File: src/rtl/tcam_pkg.sv
package tcam_pkg;

    localparam int TCAM_ENTRIES = 16;
    localparam int TCAM_KEY_W   = 32;
    localparam int TCAM_ACT_W   = 8;
    localparam int TCAM_MAX_W   = 64;

    typedef logic [TCAM_MAX_W-1:0] wide_word_t;

    // Ternary compare on a zero-extended word: cared bits must agree.
    function automatic logic ternary_ok(input wide_word_t value,
                                        input wide_word_t care,
                                        input wide_word_t key);
        return ((value ^ key) & care) == '0;
    endfunction

endpackage

File: src/rtl/tcam_entry_array.sv
module tcam_entry_array
    import tcam_pkg::*;
#(
    parameter int ENTRIES = TCAM_ENTRIES,
    parameter int KEY_W   = TCAM_KEY_W,
    parameter int IDX_W   = $clog2(ENTRIES)
) (
    input  logic               clk,
    input  logic               rst,
    input  logic               wr_en,
    input  logic [IDX_W-1:0]   wr_idx,
    input  logic               wr_valid,
    input  logic [KEY_W-1:0]   wr_value,
    input  logic [KEY_W-1:0]   wr_mask,
    input  logic [KEY_W-1:0]   key,
    output logic [ENTRIES-1:0] match_vec
);

    typedef struct packed {
        logic             live;
        logic [KEY_W-1:0] value;
        logic [KEY_W-1:0] care;
    } rule_t;

    rule_t rules_q [ENTRIES];

    for (genvar g = 0; g < ENTRIES; g++) begin : g_rule
        logic sel;
        assign sel = wr_en && (wr_idx == IDX_W'(g));

        always_ff @(posedge clk) begin
            if (rst) begin
                rules_q[g].live <= 1'b0;
            end else if (sel) begin
                rules_q[g].live <= wr_valid;
            end
        end

        always_ff @(posedge clk) begin
            if (!rst && sel) begin
                rules_q[g].value <= wr_value;
                rules_q[g].care  <= wr_mask;
            end
        end

        assign match_vec[g] = rules_q[g].live &&
                              ternary_ok(wide_word_t'(rules_q[g].value),
                                         wide_word_t'(rules_q[g].care),
                                         wide_word_t'(key));
    end

endmodule

File: src/rtl/tcam_prio_enc.sv
module tcam_prio_enc #(
    parameter int ENTRIES = 16,
    parameter int IDX_W   = $clog2(ENTRIES)
) (
    input  logic [ENTRIES-1:0] req,
    output logic               found,
    output logic [IDX_W-1:0]   idx
);

    // Scan from the top so the lowest set position is the last assignment.
    always_comb begin
        found = 1'b0;
        idx   = '0;
        for (int i = ENTRIES - 1; i >= 0; i--) begin
            if (req[i]) begin
                found = 1'b1;
                idx   = IDX_W'(i);
            end
        end
    end

endmodule

File: src/rtl/tcam_action_ram.sv
module tcam_action_ram #(
    parameter int ENTRIES = 16,
    parameter int ACT_W   = 8,
    parameter int IDX_W   = $clog2(ENTRIES)
) (
    input  logic             clk,
    input  logic             rst,
    input  logic             wr_en,
    input  logic [IDX_W-1:0] wr_idx,
    input  logic [ACT_W-1:0] wr_data,
    input  logic             rd_en,
    input  logic [IDX_W-1:0] rd_idx,
    output logic [ACT_W-1:0] rd_data
);

    localparam int DEPTH = 1 << IDX_W;

    logic [ACT_W-1:0] mem [DEPTH];

    // Posted write: lands one edge late, so a search whose read happens on
    // that edge still sees the older word.
    logic             pw_en;
    logic [IDX_W-1:0] pw_idx;
    logic [ACT_W-1:0] pw_data;

    always_ff @(posedge clk) begin
        if (rst) begin
            pw_en   <= 1'b0;
            pw_idx  <= '0;
            pw_data <= '0;
        end else begin
            pw_en   <= wr_en;
            pw_idx  <= wr_idx;
            pw_data <= wr_data;
        end
    end

    always_ff @(posedge clk) begin
        if (!rst && pw_en) begin
            mem[pw_idx] <= pw_data;
        end
    end

    always_ff @(posedge clk) begin
        if (rst) begin
            rd_data <= '0;
        end else if (rd_en) begin
            rd_data <= mem[rd_idx];
        end
    end

endmodule

File: src/rtl/tcam_classifier.sv
module tcam_classifier
    import tcam_pkg::*;
#(
    parameter int ENTRIES = TCAM_ENTRIES,
    parameter int KEY_W   = TCAM_KEY_W,
    parameter int ACT_W   = TCAM_ACT_W,
    parameter int IDX_W   = $clog2(ENTRIES)
) (
    input  logic             clk,
    input  logic             rst,
    input  logic             wr_en,
    input  logic [IDX_W-1:0] wr_idx,
    input  logic             wr_valid,
    input  logic [KEY_W-1:0] wr_value,
    input  logic [KEY_W-1:0] wr_mask,
    input  logic [ACT_W-1:0] wr_action,
    input  logic             srch_en,
    input  logic [KEY_W-1:0] srch_key,
    output logic             rsp_valid,
    output logic             rsp_hit,
    output logic [IDX_W-1:0] rsp_idx,
    output logic [ACT_W-1:0] rsp_action
);

    typedef struct packed {
        logic             busy;
        logic             hit;
        logic [IDX_W-1:0] idx;
    } stage_t;

    logic [ENTRIES-1:0] match_vec;
    logic               enc_found;
    logic [IDX_W-1:0]   enc_idx;
    logic [ACT_W-1:0]   act_word;
    stage_t             s1_q;
    stage_t             s2_q;

    tcam_entry_array #(
        .ENTRIES (ENTRIES),
        .KEY_W   (KEY_W),
        .IDX_W   (IDX_W)
    ) u_array (
        .clk       (clk),
        .rst       (rst),
        .wr_en     (wr_en),
        .wr_idx    (wr_idx),
        .wr_valid  (wr_valid),
        .wr_value  (wr_value),
        .wr_mask   (wr_mask),
        .key       (srch_key),
        .match_vec (match_vec)
    );

    tcam_prio_enc #(
        .ENTRIES (ENTRIES),
        .IDX_W   (IDX_W)
    ) u_enc (
        .req   (match_vec),
        .found (enc_found),
        .idx   (enc_idx)
    );

    tcam_action_ram #(
        .ENTRIES (ENTRIES),
        .ACT_W   (ACT_W),
        .IDX_W   (IDX_W)
    ) u_act (
        .clk     (clk),
        .rst     (rst),
        .wr_en   (wr_en),
        .wr_idx  (wr_idx),
        .wr_data (wr_action),
        .rd_en   (s1_q.busy && s1_q.hit),
        .rd_idx  (s1_q.idx),
        .rd_data (act_word)
    );

    // Stage 1: compare and encode.
    always_ff @(posedge clk) begin
        if (rst) begin
            s1_q <= '0;
        end else begin
            s1_q.busy <= srch_en;
            s1_q.hit  <= srch_en && enc_found;
            s1_q.idx  <= (srch_en && enc_found) ? enc_idx : '0;
        end
    end

    // Stage 2: action read completes alongside the forwarded result.
    always_ff @(posedge clk) begin
        if (rst) begin
            s2_q <= '0;
        end else begin
            s2_q <= s1_q;
        end
    end

    assign rsp_valid  = s2_q.busy;
    assign rsp_hit    = s2_q.hit;
    assign rsp_idx    = s2_q.idx;
    assign rsp_action = s2_q.hit ? act_word : '0;

endmodule

File: config.mk
export PLATFORM = sky130hd
export DESIGN_NAME = tcam_classifier
export DESIGN_NICKNAME = d
export VERILOG_FILES = /design/src/rtl/tcam_pkg.sv /design/src/rtl/tcam_entry_array.sv /design/src/rtl/tcam_prio_enc.sv /design/src/rtl/tcam_action_ram.sv /design/src/rtl/tcam_classifier.sv
export SDC_FILE = /design/constraint.sdc
export NUM_CORES = 1
export LEC_CHECK = 0
export BUFFER_PORTS_ARGS = -buffer_cell sky130_fd_sc_hd__clkbuf_2
export CAP_MARGIN = 20
export CORE_UTILIZATION = 28
export DETAILED_ROUTE_END_ITERATION = 8
export PLACE_DENSITY = 0.48
export SLEW_MARGIN = 25
export SYNTH_ARGS = -nofsm -noshare
export SYNTH_HDL_FRONTEND = slang
export SYNTH_SLANG_ARGS = --single-unit
File: constraint.sdc
create_clock -name clk -period 7.95 [get_ports clk]
set_input_delay 0.3975 -clock clk [delete_from_list [all_inputs] [get_ports clk]]
set_output_delay 0.3975 -clock clk [all_outputs]
set_load 0.05 [all_outputs]
==> impl_metrics.tcl <==
set metrics [dict create \
    setup_violations 0 \
    die_h_um 402 \
    required_ns 8.55 \
    avgSynthCellArea_um2 19.1 \
    grt_pass1_wl_um 194000 \
    area_delta_synth_final_pct 17.6 \
    drtAntennaViolNets 0 \
    syn_inst 2350 \
    dpl_cell_area_mm2 0.0483 \
    reg2reg_slack_ns 4.60 \
    end_kind "flop" \
    fin_skew_ns 0.0569 \
    place_congestion 0.909 \
    final_cells 4778 \
    path_max_fanout 3 \
    r2r-start "u_array.rules_q[1][108]" \
    wl_per_cell_um 30.3 \
    syn-num-nets 2463 \
    layout-drive-gt1-share_pct 16.2 \
    dr.first_iter.drc_count 2565 \
    rsz0062_at_grt "false" \
    fin_tns_setup_ns 0 \
    root_buffer "clkbuf_16" \
    vias 23006 \
    port_buffers 126 \
    crit_type "flop to flop" \
    design_area_mm2 0.0528 \
    period_needed_ns 3.35 \
    fp.dieArea_mm2 0.162 \
    hold_start "srch_en" \
    synth_ff_type "edfxtp_1" \
    leakage_nw 17.4 \
    async_flop_share_pct 0 \
    synth_seq_area_share_pct 79.6 \
    timing.fmax_mhz 298 \
    worst_pin_slew_ns 1.07 \
    fin_util_pct 33.2 \
    min_to "s1_q[5]" \
    grt.overflow.total 0 \
    clockBufferDepth 3 \
    ios 127 \
    dp_hpwl_um 90300 \
    firstDrtPassIters 8 \
    drc 0 \
    p_total_w 0.0137 \
    hold_viol_final 0 \
    min_period_over_period_pct 42.1 \
    grt_antenna_before_repair 21 \
    ir_drop_mv 0.187 \
    power_per_cell_area_mw_per_mm2 260 \
    startpoint_type "flop" \
    cts_tree "yes" \
    drt_wl_total_um 145000 \
    cap_violations 0 \
    synth.distinct_cells 36 \
    r2r_end "s1_q[3]" \
    via_per_inst 4.81 \
    maxSlewViolCount 0 \
    num_rows 146 \
    yosysWarnings 0 \
    synth_edf_count 1168 \
    placed_cells 4520 \
    grt_usage_pct 17.7 \
    path_clk_slew_ns 0.06 \
    status "finished clean" \
    numCtsBuffers 133 \
    grt_max_degree 65 \
    ys_ff_latch 1201 \
    arrival_ns 3.95 \
    hold_path.class "input port to flop" \
    slew_headroom_pct 28.7 \
    core_mm2 0.159 \
    die_w_um 402 \
    cts_max_level 4 \
    clkSinkCount 1201 \
    postCtsSetupBuffers 0 \
    insertion_delay_ns 0.77 \
    hold_depth 3 \
    start_util_pct 28.3 \
    nNetsFinal 2710 \
    grt_pass1_vias 22711 \
    cts_resized 0 \
    ff2ff_path_depth 9 \
    synth_area_mm2 0.0449 \
]
[area by class of cell]
cell class,instances,area [um2]
sequential,1201,35700
clock buffer,168,3520
tap,2072,2590
inverter,2,7.51
antenna,3,7.51
multi-input combinational,1061,8910
timing repair buffer,198,1290
fill,14997,106000
clock inverter,73,719
[cells in the final DEF (no fill, tap or decap), drive strengths merged, types with 2 or more instances in the layout]
cell	n
nand3	37
a222oi	16
or4	4
clkinvlp	2
a31oi	2
a22o	52
nand2b	8
dlygate4sd3	11
inv	10
or3	2
buf	61
dfxtp	33
edfxtp	1168
nand4	44
clkbuf	294
or3b	2
clkinv	54
diode	3
a22oi	120
and2	9
o31ai	4
nor3	19
a21oi	9
nand2	39
a21boi	3
bufinv	9
o21ai	13
nand3b	2
nor2	48
a221oi	52
nor2b	21
xor2	512
mux4	40
[routing by layer]
metal,routed length (um),up-vias,global-route usage (%),part of all wire (%)
met5,21,-,0,0.015
met4,2910,4,4.12,2.0
met3,9570,168,3.47,6.6
met2,70700,917,29.2,49
met1,61400,12217,23.8,42
li1,-,9700,-,-
[registers in the layout, indices dropped and copies added (netlist names)]
register and flops:
u_array.rules_q 1040, u_act.pw_idx 4, s1_q 6, u_act.mem 128
rsp_valid 1, u_act.pw_en 1, rsp_idx 4, rsp_hit 1
u_act.pw_data 8, u_act.rd_data 8
[critical path, cell delays in order (launching register included)]
cell and delay (ns):
edfxtp_1 0.38, xor2_1 0.17, a22o_1 0.31, a221oi_1 0.50, nand3_1 0.51, nor3_1 0.54
nand4_1 0.17, nand2_1 0.15, nor3_1 0.09, nor4_1 0.34
[kinds of logic (layout without fill, tap and decap cells)]
kind of cell / count (synthesis) / in the layout / synth area share [%]
compound gates: 273 / 273 / 4.84
xor+xnor: 512 / 512 / 9.99
buf+inv: 88 / 441 / 0.895
flops: 1201 / 1201 / 79.6
mux: 40 / 40 / 2.01
other cells: 0 / 3 / 0
simple gates: 236 / 236 / 2.68
[how the worst max path moves through the flow]
stage | start | to | slack [ns] | cells past startpoint
detailed placement | srch_key[11] | s1_q[1] | 3.96 | 11
global route | u_array.rules_q[1][108] | s1_q[3] | 4.53 | 9
global placement | srch_key[11] | s1_q[1] | 3.94 | 11
CTS | u_array.rules_q[1][108] | s1_q[3] | 4.64 | 9
finish | u_array.rules_q[1][108] | s1_q[3] | 4.60 | 9
floorplan | wr_idx[0] | u_array.rules_q[1][0] | 3.67 | 3
[Yosys cell counts, types with 3 or more instances]
cell type  instances  share of area, %
mux4_2            40               2.0
clkbuf_1          38              0.32
a221oi_1          51              0.99
a22oi_1          120               2.0
nand2_1           39              0.33
edfxtp_1        1168                78
nor2_1            48              0.40
a222oi_1          16              0.36
a21boi_1           3             0.050
nor2b_1           21              0.29
or4_1              3             0.050
nand4_1           44              0.61
o21ai_0           12              0.13
nand3_1           37              0.41
dfxtp_1           33               1.5
buf_2             45              0.50
nor3_1            19              0.21
nand2b_1           8              0.11
and2_1             9              0.13
a22o_1            52               1.0
o31ai_1            4             0.067
xor2_1           512                10
a21oi_1            9              0.10
[power breakdown]
group	total, W	internal [W]	switching (W)
Sequential	0.00706	0.00702	0.0000391
Combinational	0.000617	0.000146	0.000470
Clock	0.00602	0.00346	0.00256
[what timing repair did]
| action | CTS | global route |
|---|---|---|
| hold buffers | 11 | 0 |
| hold endpoints to repair | 11 | 0 |
| setup endpoints to repair | 0 | 0 |
[through the flow]
| step | hold WS, ns | setup slack, ns |
|---|---|---|
| after global routing | 0.0495 | 4.53 |
| after CTS | 0.0461 | 4.64 |
| after floorplan | 0.432 | 3.67 |
| final | 0.0974 | 4.60 |
| after global placement | 0.455 | 3.94 |
| after detailed placement | 0.457 | 3.96 |
(Power assumes the default switching activity.)
